==> src/rtl/dsh_pkg.sv <==
package dsh_pkg;
    typedef enum logic [1:0] {
        DSH_LOGIC = 2'b00,
        DSH_ARITH = 2'b01,
        DSH_NORM  = 2'b10
    } dsh_op_e;

    localparam int DSH_HALF_W = 16;
endpackage

==> src/rtl/dsh_barrel.sv <==
module dsh_barrel #(
    parameter int HALF_W = 16,
    localparam int FULL_W = 2 * HALF_W,
    localparam int CNT_W  = $clog2(FULL_W) + 1
) (
    input  logic [FULL_W-1:0] opnd,
    input  logic [CNT_W-1:0]  cnt,
    input  logic              arith,
    output logic [FULL_W-1:0] res,
    output logic              v_raw,
    output logic              c_out
);
    logic              sgn;
    logic [2*FULL_W-1:0] ext_lft;
    logic [2*FULL_W-1:0] prod;
    logic [FULL_W-1:0]   lost;
    logic [CNT_W-2:0]    k_lft;
    logic [CNT_W-1:0]    m_rgt;
    logic [FULL_W:0]     wide;

    always_comb begin
        sgn     = opnd[FULL_W-1];
        ext_lft = {{FULL_W{sgn}}, opnd};
        k_lft   = cnt[CNT_W-2:0];
        m_rgt   = '0 - cnt;
        prod    = ext_lft << k_lft;
        lost    = '0;
        wide    = '0;
        res     = opnd;
        v_raw   = 1'b0;
        c_out   = 1'b0;
        if (cnt == '0) begin
            res = opnd;
        end else if (!cnt[CNT_W-1]) begin
            // left shift
            if (!arith) begin
                res   = prod[FULL_W-1:0];
                lost  = prod[2*FULL_W-1:FULL_W];
                v_raw = (lost != {FULL_W{res[FULL_W-1]}});
            end else begin
                res   = {sgn, prod[FULL_W-2:0]};
                lost  = prod[2*FULL_W-2:FULL_W-1];
                v_raw = (lost != {FULL_W{sgn}});
            end
            c_out = lost[0];
        end else begin
            // right shift by 2^CNT_W - cnt, extra low bit catches the carry
            if (arith)
                wide = $signed({opnd, 1'b0}) >>> m_rgt;
            else
                wide = {opnd, 1'b0} >> m_rgt;
            res   = wide[FULL_W:1];
            c_out = wide[0];
        end
    end
endmodule

==> src/rtl/dsh_norm_step.sv <==
module dsh_norm_step #(
    parameter int HALF_W = 16,
    localparam int FULL_W = 2 * HALF_W,
    localparam int SC_W   = $clog2(FULL_W) + 1
) (
    input  logic [FULL_W-1:0] cur,
    input  logic [SC_W-1:0]   sc,
    output logic              stop,
    output logic [FULL_W-1:0] nxt
);
    localparam logic [SC_W-1:0]   SC_CAP  = SC_W'(FULL_W - 1);
    localparam logic [FULL_W-1:0] SPECIAL = {2'b11, {(FULL_W-2){1'b0}}};

    logic sign_split;
    logic special_hit;
    logic cap_hit;

    always_comb begin
        sign_split  = cur[FULL_W-1] ^ cur[FULL_W-2];
        special_hit = (cur == SPECIAL);
        cap_hit     = (sc == SC_CAP);
        stop        = sign_split | special_hit | cap_hit;
        nxt         = {cur[FULL_W-2:0], 1'b0};
    end
endmodule

==> src/rtl/dsh_unit.sv <==
module dsh_unit
    import dsh_pkg::*;
#(
    parameter int HALF_W = DSH_HALF_W,
    localparam int FULL_W = 2 * HALF_W,
    localparam int CNT_W  = $clog2(FULL_W) + 1,
    localparam int SC_W   = CNT_W
) (
    input  logic              clk,
    input  logic              rst_n,
    input  logic              start,
    input  logic [1:0]        op,
    input  logic [CNT_W-1:0]  count,
    input  logic [HALF_W-1:0] hi_in,
    input  logic [HALF_W-1:0] lo_in,
    output logic [HALF_W-1:0] hi_out,
    output logic [HALF_W-1:0] lo_out,
    output logic [SC_W-1:0]   steps,
    output logic              flag_n,
    output logic              flag_v,
    output logic              flag_c,
    output logic              busy,
    output logic              done
);
    localparam logic [SC_W-1:0] SC_ONE = SC_W'(1);
    localparam logic [SC_W-1:0] SC_CAP = SC_W'(FULL_W - 1);

    typedef struct packed {
        logic [FULL_W-1:0] val;
        logic [SC_W-1:0]   sc;
        logic              n;
        logic              v;
        logic              c;
        logic              busy;
        logic              done;
        logic              norm;
    } dsh_state_t;

    dsh_state_t st_q, st_d;

    logic [FULL_W-1:0] sh_res;
    logic              sh_v;
    logic              sh_c;
    logic              nm_stop;
    logic [FULL_W-1:0] nm_next;

    dsh_barrel #(.HALF_W(HALF_W)) u_barrel (
        .opnd  ({hi_in, lo_in}),
        .cnt   (count),
        .arith (op[0]),
        .res   (sh_res),
        .v_raw (sh_v),
        .c_out (sh_c)
    );

    dsh_norm_step #(.HALF_W(HALF_W)) u_norm (
        .cur  (st_q.val),
        .sc   (st_q.sc),
        .stop (nm_stop),
        .nxt  (nm_next)
    );

    always_comb begin
        st_d      = st_q;
        st_d.done = 1'b0;
        if (st_q.busy) begin
            if (nm_stop) begin
                st_d.busy = 1'b0;
                st_d.done = 1'b1;
                st_d.n    = st_q.val[FULL_W-1];
                st_d.v    = st_q.val[FULL_W-1];
                st_d.c    = 1'b0;
            end else begin
                st_d.val = nm_next;
                st_d.sc  = st_q.sc + SC_ONE;
            end
        end else if (start) begin
            st_d.sc = '0;
            if (op[1]) begin
                st_d.val  = {hi_in, lo_in};
                st_d.busy = 1'b1;
                st_d.norm = 1'b1;
                st_d.n    = 1'b0;
                st_d.v    = 1'b0;
                st_d.c    = 1'b0;
            end else begin
                st_d.val  = sh_res;
                st_d.norm = 1'b0;
                st_d.done = 1'b1;
                st_d.n    = sh_res[FULL_W-1];
                st_d.v    = sh_v ^ sh_res[FULL_W-1];
                st_d.c    = sh_c;
            end
        end
    end

    always_ff @(posedge clk) begin
        if (!rst_n)
            st_q <= '0;
        else
            st_q <= st_d;
    end

    assign hi_out = st_q.val[FULL_W-1:HALF_W];
    assign lo_out = st_q.val[HALF_W-1:0];
    assign steps  = st_q.sc;
    assign flag_n = st_q.n;
    assign flag_v = st_q.v;
    assign flag_c = st_q.c;
    assign busy   = st_q.busy;
    assign done   = st_q.done;

    p_busy_done_excl_r8: assert property (@(posedge clk) disable iff (!rst_n)
        !(busy && done));

    p_step_count_r8: assert property (@(posedge clk) disable iff (!rst_n)
        busy |=> (done || (busy && steps == $past(steps) + SC_ONE)));

    p_step_cap_r10: assert property (@(posedge clk) disable iff (!rst_n)
        steps <= SC_CAP);

    p_shift_steps_r2: assert property (@(posedge clk) disable iff (!rst_n)
        (done && !st_q.norm) |-> (steps == '0));

    p_shift_neg_r7: assert property (@(posedge clk) disable iff (!rst_n)
        (done && !st_q.norm) |-> (flag_n == hi_out[HALF_W-1]));

    p_norm_flags_r11: assert property (@(posedge clk) disable iff (!rst_n)
        (done && st_q.norm) |-> (!flag_c && flag_n == hi_out[HALF_W-1]
                                 && flag_v == hi_out[HALF_W-1]));

    p_start_ignored_r12: assert property (@(posedge clk) disable iff (!rst_n)
        (busy && start) |=> st_q.norm);
endmodule

==> config.mk <==
export PLATFORM = sky130hd
export DESIGN_NAME = dsh_unit
export DESIGN_NICKNAME = d
export VERILOG_FILES = /design/src/rtl/dsh_pkg.sv /design/src/rtl/dsh_barrel.sv /design/src/rtl/dsh_norm_step.sv /design/src/rtl/dsh_unit.sv
export SDC_FILE = /design/constraint.sdc
export NUM_CORES = 1
export LEC_CHECK = 0
export ABC_CLOCK_PERIOD_IN_PS = 12550
export BUFFER_PORTS_ARGS = -buffer_cell sky130_fd_sc_hd__buf_4
export CELL_PAD_IN_SITES_DETAIL_PLACEMENT = 0
export CELL_PAD_IN_SITES_GLOBAL_PLACEMENT = 1
export CORE_UTILIZATION = 30
export CTS_BUF_LIST = sky130_fd_sc_hd__clkbuf_8
export DETAILED_ROUTE_END_ITERATION = 10
export GPL_ROUTABILITY_DRIVEN = 1
export HOLD_SLACK_MARGIN = 0.15
export PLACE_DENSITY_LB_ADDON = 0.1
export SETUP_SLACK_MARGIN = 0.15
export SYNTH_ARGS = -nofsm -noshare
export SYNTH_HDL_FRONTEND = slang
export SYNTH_HIERARCHICAL = 1
export SYNTH_SLANG_ARGS = --single-unit
==> constraint.sdc <==
create_clock -name clk -period 12.55 [get_ports clk]
set_input_delay 0.6275 -clock clk [delete_from_list [all_inputs] [get_ports clk]]
set_output_delay 0.6275 -clock clk [all_outputs]
set_load 0.005 [all_outputs]
After elaboration in Yosys (flattened, before gate mapping). Index checks and enable logic that the tools add are counted.

Register bits: 44. Input port bits: 43. Output and inout bits: 43. Logic and storage cells: 47.

Add/subtract/negate cells: 2. Equality and inequality tests: 6. Shift operators: 3. Multiplexer cells: 18. Bitwise operators: 5. Reductions and logical operators: 5.

Operator list (number): $mux 32 (4); $ne 32x32->1 (2); $shl 64x5->64 (1); $mux 44 (1); $mux 43 (1); $mux 38 (1); $mux 33 (1); $shr 33x6->33 (1); $sshr 33x6->33 (1); $eq 32x32->1 const B (1); $mux 1 (8); $add 6x1->6 const B (1); $eq 6x5->1 const B (1); $logic_not 6->1 (1); $reduce_and 2->1 (3); $sub 1x6->6 const A (1); $mux 5 (1); $mux 3 (1); $ne 2x1->1 const B (1); $ne 2x2->1 const B (1); $or 1x1->1 (2); $reduce_bool 2->1 (1); $xor 1x1->1 (2); $not 1->1 (1).

Longest topological paths before layout. Gate-level depths: netlist of run 1.

Depth in word-level cells: 9. Mapped depth: 20. Gate-level depth less buffers: 12.

Modules after synthesis. The synthesis of run 1 kept the hierarchy.

By module, submodules not included: dsh_barrel (instances 1, cells an instance 793, area an instance 5439.0 um2); dsh_unit (instances 1, cells an instance 242, area an instance 2208.4 um2); dsh_norm_step (instances 1, cells an instance 47, area an instance 372.9 um2).

Worst setup path before layout of run 1. No wires, ideal clock.

Path kind: in2reg. From: input port count[0]. To: register st_q (netlist bit flag_v). Data arrival time: 4.562 ns. Data required time: 12.474 ns. Setup slack: 7.912 ns. Stages: 18. Buffers on the path: 8. Cell sequence: buf_6 > buf_12 > buf_6 > buf_6 > inv_1 > clkbuf_1 > clkbuf_1 > ha_1 > clkbuf_1 > nor3b_1 > xnor2_1 > clkbuf_1 > nand2_1 > o32a_1 > a21oi_1 > xor2_1 > nand2_1 > a31oi_1.

Word-level cells in the longest chain between the ends: 9.

RTL lines: start: declaration (RTL line dsh_unit.sv:13) `input logic [CNT_W-1:0] count,`; $sub 1x6->6 (RTL line dsh_barrel.sv:25) `m_rgt = '0 - cnt;`; $shr 33x6->33 or $sshr 33x6->33 (tied branches) (RTL line dsh_barrel.sv:51, dsh_barrel.sv:49); $mux 33 (RTL line dsh_barrel.sv:48) `if (arith)`; $mux 32 (RTL line dsh_barrel.sv:34) `end else if (!cnt[CNT_W-1]) begin`; $mux 32 * (RTL line dsh_barrel.sv:32) `if (cnt == '0) begin`; via sh_res[31] (RTL line dsh_unit.sv:41) `logic [FULL_W-1:0] sh_res;`; $xor 1x1->1 * (RTL line dsh_unit.sv:91) `st_d.v = sh_v ^ sh_res[FULL_W-1];`; $mux 3 * (RTL line dsh_unit.sv:79) `if (op[1]) begin`; $mux 44 * (RTL line dsh_unit.sv:77) `end else if (start) begin`; $mux 43 * (RTL line dsh_unit.sv:66) `if (st_q.busy) begin`; end signal: assignment (RTL line dsh_unit.sv:101) `st_q <= st_d;`; end: declaration (RTL line dsh_unit.sv:39) `dsh_state_t st_q, st_d;`.

The timed path passes the listed nets; every way through them passes the cells marked *. The select of a mux whose other input is x is not followed. A chain may end at the register's enable or synchronous reset.

Worst setup path in the final report of run 1.
From: input port count[0]. To: register st_q (netlist bit flag_v).

Word-level cells in the longest chain between the ends: 9.

RTL lines: $shl 64x5->64 (RTL line dsh_barrel.sv:26) `prod = ext_lft << k_lft;`; $ne 32x32->1 (on tied branches) (RTL line dsh_barrel.sv:39, dsh_barrel.sv:43); $mux 1 (RTL line dsh_barrel.sv:36) `if (!arith) begin`; $mux 1 (RTL line dsh_barrel.sv:34); $mux 1 * (RTL line dsh_barrel.sv:32); via sh_v (RTL line dsh_unit.sv:42) `logic sh_v;`; $xor 1x1->1 * (RTL line dsh_unit.sv:91); $mux 3 * (RTL line dsh_unit.sv:79); $mux 44 * (RTL line dsh_unit.sv:77); $mux 43 * (RTL line dsh_unit.sv:66).

Marked as above.

==> metrics, run 1 <==
post-synth design cell area roughly 8000 um2; hold path endpoint flag_n; final worst clock skew ~0.0074 ns; cell type with the largest total area after synthesis mux4_2; synthesized-area fraction occupied by and/or/nand/nor cells 20.61%; via count 8931; slew of the pin with the lowest slew margin 1.128 ns; Root Buffer Master clkbuf_8; Vert. Die Dim 165.5 um; Post-Route WL 38210 um; required time of the worst setup path 12.78 ns; crit end category register; wire length of the first global-routing pass 55750 um; Worst IR Drop VDD 0.04522 mV; drt via density 6.439; Final Setup Violations 0; run status finished with violations; start point of the worst hold path flag_n; time the final worst path needs with I/O delays and setup 4.543 ns; worst hold path type register to register; relative slew slack 24.52%; area growth from synthesis to layout 7.426%; Hold Path Stages 2; drt drc 12; number of synthesized flops with an enable pin 0; maximum buffer depth of the clock tree 2; Total Power Consumption 710.0 uW; Site Rows 59; Initial Utilization about 30%; multiplexer share of the synthesized area between 20% and 30%; fraction of synthesis flops using an asynchronous set or reset pin 0%; Synthesis Warnings 6; Mean Syn Cell Area ~7.4 um2; Tcrit/Tclk final 36.20%; unrepaired setup endpoints after global routing false; worst setup slack after layout 8.007 ns; number of nets with antenna violations after detailed routing 0; Final Max Slew Viols 0; clock tree from TritonCTS yes; violations in the final reports design-rule violations; maximum operating frequency 220.1 MHz; largest net degree at the start of global routing 67; depth of the worst register-to-register path 8; post-synthesis cell count 1082; worst flop-to-flop path endpoint lo_out[2]; Clock Sink Count 43; clock slew seen by the registers of the worst setup and hold paths 0.09 ns; fraction of layout cells with a size suffix above 1 18.92%; pre-CTS setup slack 7.644 ns; hold_buf cts 0; remaining global-route overflow 0; Initial DRC Count 1055; antenna cell count 0; reg-to-reg slack, setup 10.03 ns; top post-synthesis cells by area mux4_2, mux2i_1, dfxtp_1; fillers about 2800; sequential share of the synthesized area between 10% and 20%; initial antenna violation count 0; critical path peak fanout between 40 and 50; critical path type primary input to register; quantity of I/O buffers inserted on ports 85; main combinational cell family by area after synthesis compound AO/OA/AOI/OAI gates; arithmetic-cell share of the synthesized area counting full adders, half adders and majority gates 0.4680%; most instantiated flip-flop cell in the synthesis netlist dfxtp_1; XOR/XNOR share of the synthesized area roughly 1.1%; post-synth net total roughly 1100; crit path DAT 4.77 ns; Post CTS Setup Buffer Count 0; post-synthesis compound-gate area fraction 29.13%; static power due to leakage 0.003231 uW; total power per unit cell area 82.41 nW/um2; startpoint of the worst setup timing path count[0]; Final Hold Violating Endpoints 0; core area 26130 um2; DPL Wire Length 27520 um; flop and latch count out of synthesis 43; via count of the first global-routing pass 8272; Final nets 1097; global routing usage summed across all routing layers 27.78%; Setup TNS 0 ns; final weighted congestion in routability-driven placement 0.9536; area of the die 27390 um2; sort of element at the start of the critical path primary input; unique cell type count in the Yosys netlist 82; detailed-routing iteration count for the pre-antenna-repair pass 8; die extent in x ~170 um; cells resized by post-CTS repair 0; tightest hold margin 0.5124 ns; number of maximum-capacitance constraint violations 0; Boundary Pins 86; H-tree levels 2; Worst-Skew Late Latency roughly 0.3 ns; Routed WL per cell 27.55 um; origin of the critical flop-to-flop path hi_out[15]; area share of the largest cell type after synthesis 12.64%; number of buffers created by CTS 5
==> sequential cells by signal, summed over array words and instances (netlist names) <==
signal / count
hi_out: 16
lo_out: 16
steps: 6
busy: 1
done: 1
flag_c: 1
flag_n: 1
flag_v: 1
==> power by group <==
group          leakage [uW]  internal, uW  switching [uW]  total [uW]
clock             0.0000581          59.4            53.1         113
sequential         0.000355           151            19.9         171
combinational       0.00282           160             267         427
total               0.00323           370             340         710
==> critical path, cell delays in order <==
cell	delay (ns)
buf_4	0.43
buf_4	0.62
mux4_2	0.64
mux2i_1	0.34
mux2i_1	0.21
o21ai_0	0.58
and3b_1	0.25
a41oi_1	0.21
o221ai_1	0.14
a32oi_1	0.26
xor2_1	0.17
nand2_1	0.07
a31oi_1	0.18
==> cell type report <==
cell class	count	area [um2]	area share (%)
well taps	335	419.2	4.865
repair buffers	100	750.7	8.713
flip-flops and latches	43	860.8	9.991
multi-input cells	892	6439	74.73
clock buffers	5	68.82	0.7987
clock inverters	3	43.79	0.5083
inverters	9	33.78	0.3921
==> through the flow <==
step	instances	area [um2]	utilization, %
2_1_floorplan	1082	8020	-
3_3_place_gp	1379	8503	32.54
3_5_place_dp	1379	8503	32.54
4_1_cts	1387	8616	32.97
5_1_grt	1387	8616	32.97
6_report	1387	8616	32.97
==> cells in the final DEF, fill, tap and decap left out, drive strengths merged, types with 11 or more instances in the layout <==
| master | synthesis | routed |
|---|---|---|
| a21oi | 77 | 77 |
| nand3 | 29 | 29 |
| nand2 | 132 | 132 |
| o211ai | 17 | 17 |
| o21ai | 110 | 110 |
| buf | 74 | 100 |
| a31oi | 25 | 25 |
| a211oi | 43 | 43 |
| dfxtp | 43 | 43 |
| o22ai | 15 | 15 |
| mux2i | 98 | 98 |
| nand2b | 11 | 11 |
| mux2 | 15 | 15 |
| mux4 | 48 | 48 |
| nor3 | 51 | 51 |
| nor2 | 79 | 79 |
==> synth_stat cells (all sizes together), types with 9 or more instances <==
| library cell | count |
|---|---|
| o22ai | 15 |
| mux2 | 15 |
| buf | 74 |
| a31oi | 25 |
| nor2 | 79 |
| a211oi | 43 |
| nand3 | 29 |
| o31ai | 9 |
| nor3 | 51 |
| mux4 | 48 |
| mux2i | 98 |
| dfxtp | 43 |
| nor4 | 9 |
| o211ai | 17 |
| nand2b | 11 |
| a21oi | 77 |
| clkbuf | 64 |
| nand2 | 132 |
| o21ai | 110 |
==> routing by layer <==
layer	routed length, um	vias up	global-route usage, %
met3	3102	55	3.971
met4	1196	0	8.636
met2	16430	449	41.36
li1	-	4028	-
met1	17480	4399	40.74
met5	0	-	0
==> worst max-delay path by stage <==
stage	end	cells past startpoint
floorplan	flag_v	18
global route	flag_v	13
detailed placement	flag_v	13
CTS	flag_v	13
global placement	flag_v	13
finish	flag_v	13
==> cells by family after synthesis <==
kind of cell	after synthesis
compound gates	364
xor+xnor	10
fa+ha+maj	3
buf+inv	147
flops	43
mux	161
other cells	1
simple gates	353
Power figures use the tool's default switching activity.
==> run 2, diff against run 1 <==
--- a/config.mk
+++ b/config.mk
@@ -5,7 +5,8 @@
 export SDC_FILE = /design/constraint.sdc
 export NUM_CORES = 1
 export LEC_CHECK = 0
-export ABC_CLOCK_PERIOD_IN_PS = 12550
+export ABC_AREA = 1
+export ABC_CLOCK_PERIOD_IN_PS = 4100
 export BUFFER_PORTS_ARGS = -buffer_cell sky130_fd_sc_hd__buf_4
 export CELL_PAD_IN_SITES_DETAIL_PLACEMENT = 0
 export CELL_PAD_IN_SITES_GLOBAL_PLACEMENT = 1
==> constraint.sdc (replaced) <==
create_clock -name clk -period 4.1 [get_ports clk]
set_input_delay 0.205 -clock clk [delete_from_list [all_inputs] [get_ports clk]]
set_output_delay 0.205 -clock clk [all_outputs]
set_load 0.005 [all_outputs]
==> run 2 against run 1 <==
Critical path type unchanged. The run now ends clean. Routed wire length rose by 8.6%. Hold slack got worse by 0.23 ns. Sequential share of layout area fell by 0.14 points. Sequential cell count did not move. Clock power rose to 3.3 times the previous value. Count of clock-buffer cells in the layout rose by 1. Critical path depth rose by 6. Clock skew rose by 0.0081 ns. Via count rose by 20%. Critical endpoint is now lo_out[2]. Area after synthesis rose by 2.0%. Global-route usage rose by 1.6 points.
==> metrics, run 2 <==
top post-synthesis cells by area nand2_1, nand3_1, dfxtp_1 (was mux4_2, mux2i_1, dfxtp_1); Vert. Die Dim 167.1 um (was 165.5 um); maximum operating frequency 327.1 MHz; fraction of synthesis flops using an asynchronous set or reset pin 0% (unchanged); unique cell type count in the Yosys netlist 52 (was 82); most common cell after layout, fill and taps aside nand2_1 (unchanged); Routed WL per cell 21.62 um (was 27.55 um); antenna cell count 0 (unchanged); unrepaired setup endpoints after global routing false (unchanged); run status complete, no violations (was finished with violations); drt via density 5.603 (was 6.439); crit path DAT 3.25 ns (was 4.77 ns); Synthesis Warnings 6 (unchanged); Initial Utilization 30.44% (was 30.69%); Top cell by count, worst path nor2_1; initial antenna violation count 1 (was 0); static power due to leakage 0.004389 uW (was 0.003231 uW); relative slew slack 48.37% (was 24.52%); DPL Wire Length 32980 um (was 27520 um); Core Util, Final 32.52% (was 32.97%); die extent in x 167.1 um (was 165.5 um); crit-path cells buf_4 -> inv_6 -> ha_1 -> nand2_1 -> nand2_4 -> inv_2 -> nor2_1 -> a21oi_1 -> nand2_1 -> inv_2 -> nor2_1 -> o21ai_0 -> nand3_1 -> nand3_1 -> a21oi_1 -> nand3_1 -> nand2_1 -> nor2_1 -> nor2_1 (was buf_4 -> buf_4 -> mux4_2 -> mux2i_1 -> mux2i_1 -> o21ai_0 -> and3b_1 -> a41oi_1 -> o221ai_1 -> a32oi_1 -> xor2_1 -> nand2_1 -> a31oi_1); area of the die 27940 um2 (was 27390 um2); post-synth design cell area 8182 um2 (was 8020 um2); Worst IR Drop VDD 0.1797 mV (was 0.04522 mV); detailed-routing iteration count for the pre-antenna-repair pass 5 (was 8); fraction of layout cells with a size suffix above 1 10.90% (was 18.92%); number of synthesized flops with an enable pin 0 (unchanged); number of nets with antenna violations after detailed routing 0 (unchanged); number of buffers created by CTS 5 (unchanged); Setup TNS 0 ns (unchanged); Site Rows 60 (was 59); Final Max Slew Viols 0 (unchanged); sequential share of the synthesized area 10.52% (was 10.73%); hold_buf cts 0 (unchanged); crit end category register (unchanged); slew of the pin with the lowest slew margin 0.7717 ns (was 1.128 ns); Worst-Skew Late Latency 0.31 ns (was 0.30 ns); flop and latch count out of synthesis 43 (unchanged); critical path peak fanout 32 (was 44); required time of the worst setup path 4.30 ns (was 12.78 ns); detailed-routing wirelength on met1 18840 um (was 17480 um); total power per unit cell area 246.6 nW/um2 (was 82.41 nW/um2); maximum buffer depth of the clock tree 2 (unchanged); Post-Route WL 41490 um (was 38210 um); wire length of the first global-routing pass 62600 um (was 55750 um); worst hold path type primary input to register (was register to register); clock tree from TritonCTS yes (unchanged); Met3 Routed Length 2634 um (was 3102 um); H-tree levels 2 (unchanged); startpoint of the worst setup timing path count[0] (unchanged); CP Capture Point lo_out[2] (was flag_v); largest net degree at the start of global routing 54 (was 67); worst path buffer plus inverter count 4 (was 2); highest metal layer with signal wires met5 (was met4); slowest cell delay on critical path 0.38 ns (was 0.64 ns); cells resized by post-CTS repair 0 (unchanged); reg-to-reg slack, setup 1.78 ns (was 10.03 ns); register area 860.8 um2 (unchanged); final worst clock skew 0.01555 ns (was 0.007448 ns); area used by multi-input combinational logic 6186 um2 (was 6439 um2); final weighted congestion in routability-driven placement 1.023 (was 0.9536); Tcrit/Tclk final 74.56%; top library cells by usage in the layout, fill and taps aside nand2_1, nand3_1, nor2_1, buf_4, a21oi_1 (was nand2_1, o21ai_0, buf_4, mux2i_1, nor2_1); global routing usage summed across all routing layers 29.42% (was 27.78%); Worst path top cell family by delay simple AND/OR/NAND/NOR gates (was compound AO/OA/AOI/OAI gates); sort of element at the start of the critical path primary input (unchanged); fin cells 1919 (was 1387); worst setup slack after layout 1.043 ns (was 8.007 ns); depth of the worst register-to-register path 13 (was 8); core area 26880 um2 (was 26130 um2); worst flop-to-flop path endpoint lo_out[13] (was lo_out[2]); Initial DRC Count 1077 (was 1055); Final Setup Violations 0 (unchanged); cell type with the largest total area after synthesis nand2_1 (was mux4_2); standard cell with the maximum stage delay on the critical path a21oi_1 (was mux4_2); area growth from synthesis to layout 6.821% (was 7.426%); Final Hold Violating Endpoints 0 (unchanged); number of maximum-capacitance constraint violations 0 (unchanged); logic depth of the worst path, buffers included 19 (was 13); pre-CTS setup slack 0.8033 ns (was 7.644 ns); Mean Syn Cell Area 5.133 um2 (was 7.412 um2); area share of the largest cell type after synthesis 25.55% (was 12.64%); Total Power Consumption 2155 uW (was 710.0 uW); clock slew seen by the registers of the worst setup and hold paths 0.10 ns (was 0.09 ns); drt drc 0 (was 12); cell types with the highest counts after synthesis nand2_1, nand3_1, nor2_1 (was nand2_1, o21ai_0, mux2i_1); Post CTS Setup Buffer Count 0 (unchanged); via count 10753 (was 8931); met2 routed wirelength 18190 um (was 16430 um); post-synth net total 1640 (was 1128); fillers 3251 (was 2844); quantity of I/O buffers inserted on ports 85 (unchanged); total instance count after detailed placement 1911 (was 1379); most repeated cell in the gate-level netlist after synthesis nand2_1 (unchanged); Clock Sink Count 43 (unchanged); via count of the first global-routing pass 9992 (was 8272); critical path type primary input to register (unchanged); remaining global-route overflow 0 (unchanged); Final nets 1623 (was 1097); Root Buffer Master clkbuf_8 (unchanged); post-synthesis cell count 1594 (was 1082); time the final worst path needs with I/O delays and setup 3.057 ns; Boundary Pins 86 (unchanged); origin of the critical flop-to-flop path hi_out[14] (was hi_out[15]); most instantiated flip-flop cell in the synthesis netlist dfxtp_1 (unchanged)
-- run 2: worst min-delay path, delay by kind of cell --
family                 cells  cell delay (ns)
buffers and inverters      1             0.13
AND/OR/NAND/NOR            4             0.24
-- run 2: cell type report --
type,count,share of cell area (%)
Tap cell,341,4.882
Clock inverter,2,0.4438
Clock buffer,6,0.9449
Inverter,77,3.479
Multi-Input combinational cell,1338,70.78
Sequential cell,43,9.850
Timing Repair Buffer,112,9.621
-- run 2: report_power, final --
| part | switching [uW] | internal [uW] |
|---|---|---|
| logic | 883 | 397 |
| registers | 46.4 | 458 |
| clock network | 170 | 201 |
-- run 2: worst min path at each step --
| stage | from | to | slack, ns | depth (start not counted) |
|---|---|---|---|---|
| 3_3_place_gp | flag_c | flag_c | 0.50 | 2 |
| 6_report | hi_in[6] | hi_out[6] | 0.28 | 5 |
| 3_5_place_dp | flag_c | flag_c | 0.49 | 2 |
| 5_1_grt | start | lo_out[10] | 0.30 | 3 |
| 2_1_floorplan | hi_in[5] | hi_out[5] | 0.44 | 4 |
| 4_1_cts | hi_in[6] | hi_out[6] | 0.27 | 5 |
-- run 2: kinds of logic after synthesis --
group | share of synthesized area (%)
and+or+nand+nor | 57.38
AOI/OAI and AO/OA | 16.38
buffers and inverters | 13.90
DFF | 10.52
muxes | 0.9788
adders and majority gates | 0.4588
other | 0.04583
xor gates and xnor gates | 0.3365
-- run 2: metrics by stage --
step           cell area [um2]  hold slack, ns
2_1_floorplan             8182          0.4438
3_3_place_gp              8618          0.4960
3_5_place_dp              8618          0.4923
4_1_cts                   8740          0.2733
5_1_grt                   8740          0.3047
6_report                  8740          0.2817
-- run 2: per-layer routing --
layer,vias to the layer above,global-route usage (%)
met1,5027,40.01
met5,-,0
met3,81,4.443
met2,408,46.86
met4,2,10.85
li1,5235,-
==> run 3, diff against run 2 <==
--- a/config.mk
+++ b/config.mk
@@ -5,8 +5,8 @@
 export SDC_FILE = /design/constraint.sdc
 export NUM_CORES = 1
 export LEC_CHECK = 0
-export ABC_AREA = 1
-export ABC_CLOCK_PERIOD_IN_PS = 4100
+export ABC_AREA = 0
+export ABC_CLOCK_PERIOD_IN_PS = 2500
 export BUFFER_PORTS_ARGS = -buffer_cell sky130_fd_sc_hd__buf_4
 export CELL_PAD_IN_SITES_DETAIL_PLACEMENT = 0
 export CELL_PAD_IN_SITES_GLOBAL_PLACEMENT = 1
==> constraint.sdc (replaced) <==
create_clock -name clk -period 2.5 [get_ports clk]
set_input_delay 0.125 -clock clk [delete_from_list [all_inputs] [get_ports clk]]
set_output_delay 0.125 -clock clk [all_outputs]
set_load 0.005 [all_outputs]
==> run 3 against run 2 <==
The run now ends with design-rule violations, negative setup slack left. Setup slack worse by 1.4 ns. Utilization is 16 points higher. Die area is 1.9% lower. Critical path depth is 7 lower. Combinational power grew to 2.7 times the previous value. First-iteration DRC count is 9.6% lower. Largest power group unchanged.
==> metrics, run 3 (synthesis results as in run 1) <==
Clock Sink Count 43 (unchanged); Final nets 1438 (was 1623); wire length of the first global-routing pass 62570 um (was 62600 um); area of the die 27390 um2 (was 27940 um2); largest net degree at the start of global routing 67 (was 54); area growth from synthesis to layout 56.54% (was 6.821%); Vert. Die Dim 165.5 um (was 167.1 um); worst setup slack after layout -0.3975 ns (was 1.043 ns); Final Setup Violations 13 (was 0); worst hold path type primary input to register (unchanged); clock tree from TritonCTS yes (unchanged); Site Rows 59 (was 60); antenna cell count 0 (unchanged); slew of the pin with the lowest slew margin 0.7112 ns (was 0.7717 ns); number of nets with antenna violations after detailed routing 0 (unchanged); quantity of I/O buffers inserted on ports 85 (unchanged); global routing usage summed across all routing layers 30.85% (was 29.42%); run status finished with violations (was complete, no violations); drt drc 12 (was 0); Top cell by count, worst path mux4_2 (was nor2_1); crit path DAT 3.13 ns (was 3.25 ns); total power per unit cell area 388.5 nW/um2 (was 246.6 nW/um2); clock slew seen by the registers of the worst setup and hold paths 0.09 ns (was 0.10 ns); required time of the worst setup path 2.74 ns (was 4.30 ns); placed inst area 10900 um2 (was 8618 um2); Worst-Skew Late Latency 0.31 ns (about the same); time the final worst path needs with I/O delays and setup 2.897 ns; Routed WL per cell 24.83 um (was 21.62 um); Final Hold Violating Endpoints 0 (unchanged); violations in the final reports design-rule violations, negative setup slack; via count 10381 (was 10753); crit-path cells buf_16 -> mux4_2 -> mux4_2 -> nand2b_4 -> a211o_1 -> o31a_1 -> or4_4 -> o311ai_4 -> a32oi_2 -> xor2_1 -> nand2_1 -> a31oi_1 (was buf_4 -> inv_6 -> ha_1 -> nand2_1 -> nand2_4 -> inv_2 -> nor2_1 -> a21oi_1 -> nand2_1 -> inv_2 -> nor2_1 -> o21ai_0 -> nand3_1 -> nand3_1 -> a21oi_1 -> nand3_1 -> nand2_1 -> nor2_1 -> nor2_1); critical path peak fanout 7 (was 32); initial antenna violation count 0 (was 1); H-tree levels 2 (unchanged); standard cell with the maximum stage delay on the critical path mux4_2 (was a21oi_1); Post-Route WL 42910 um (was 41490 um); Final Max Slew Viols 0 (unchanged); DPL Wire Length 33580 um (was 32980 um); critical path type primary input to register (unchanged); top library cells by usage in the layout, fill and taps aside buf_4, nand2_1, mux2i_1, nor2_1, a21oi_1 (was nand2_1, nand3_1, nor2_1, buf_4, a21oi_1); static power due to leakage 0.005194 uW (was 0.004389 uW); maximum buffer depth of the clock tree 2 (unchanged); most common cell after layout, fill and taps aside buf_4 (was nand2_1); sort of element at the start of the critical path primary input (unchanged); number of buffers created by CTS 5 (unchanged); remaining global-route overflow 0 (unchanged); relative slew slack 52.48% (was 48.37%); core area 26130 um2 (was 26880 um2); design area 12550 um2 (was 8740 um2); final worst clock skew 0.01068 ns (was 0.01555 ns); die extent in x 165.5 um (was 167.1 um); number of maximum-capacitance constraint violations 0 (unchanged); final weighted congestion in routability-driven placement 0.9807 (was 1.023); drt via density 6.008 (was 5.603); via count of the first global-routing pass 9771 (was 9992); unrepaired setup endpoints after global routing true (was false); Initial DRC Count 974 (was 1077); Total Power Consumption 4877 uW (was 2155 uW); fraction of layout cells with a size suffix above 1 49.96% (was 10.90%); Initial Utilization 30.69% (was 30.44%); Boundary Pins 86 (unchanged); crit end category register (unchanged); slowest cell delay on critical path 0.56 ns (was 0.38 ns); Tcrit/Tclk final 115.9%; Root Buffer Master clkbuf_8 (unchanged); maximum operating frequency between 300 and 400 MHz; detailed-routing iteration count for the pre-antenna-repair pass 9 (was 5); reg-to-reg slack, setup 0.31 ns (was 1.78 ns); Worst IR Drop VDD 0.2061 mV (was 0.1797 mV); Setup TNS -1.098 ns (was 0 ns)
run 3: cell count changes in the layout (fill, tap and decap cells not counted), moves of 48 or more:
cell / change
buf_4: +275
nand2_1: -448
nor2_1: -78
nand3_1: -293
mux2i_1: +62
inv_1: -48
run 3: power by group:
part | switching [uW] | leakage (uW) | internal (uW) | total [uW]
Sequential | 90.2 | 0.000355 | 757 | 848
Clock | 267 | 0.0000581 | 298 | 565
Combinational | 1790 | 0.00478 | 1670 | 3460
Total | 2150 | 0.00519 | 2730 | 4880
run 3: cell type report:
class	count	area, um2
well taps	335	419.2
multi-input cells	892	7417
flip-flops and latches	43	860.8
fillers	2592	13580
inverters	9	38.79
clock inverters	3	43.79
clock buffers	5	68.82
repair buffers	441	3706
run 3: worst paths after layout:
check | start | to | cells after the start
hold reg to reg | flag_n | flag_n | 2
setup / recovery | count[0] | flag_v | 12
setup reg to reg | hi_out[14] | hi_out[5] | 8
hold / removal | start | steps[2] | 4
run 3: repair_timing:
action / in CTS / in global routing
gates cloned: 4 / 0
endpoints found under the setup margin: 35 / 39
setup buffers: 29 / 15
pin swaps: 81 / 81
gates resized for setup: 178 / 113
hold buffers: 0 / 0
run 3: worst max-delay path, delay by kind of cell:
family                 cells  cell delay (ns)
AND/OR/NAND/NOR            3             0.77
buffers and inverters      1             0.12
AO/OA/AOI/OAI              5             0.84
XOR/XNOR                   1             0.18
multiplexers               2             1.09
run 3: per-stage QoR:
step	hold WS (ns)	setup slack [ns]	cells	utilization [%]
global route	0.2282	-0.4831	1728	48.04
global placement	0.4886	-0.9906	1673	41.72
detailed placement	0.4897	-1.002	1673	41.72
finish	0.2060	-0.3975	1728	48.04
floorplan	0.3626	-0.4480	1082	-
CTS	0.1917	-0.3735	1714	45.86
run 3: per-layer routing:
layer	routed length (um)	part of all wire, %	vias up	global-route usage [%]
li1	-	-	4717	-
met1	19110	45	5095	43.96
met2	19370	45	499	48.45
met3	3209	7.5	70	4.346
met4	1222	2.8	0	7.603
met5	0	0	-	0
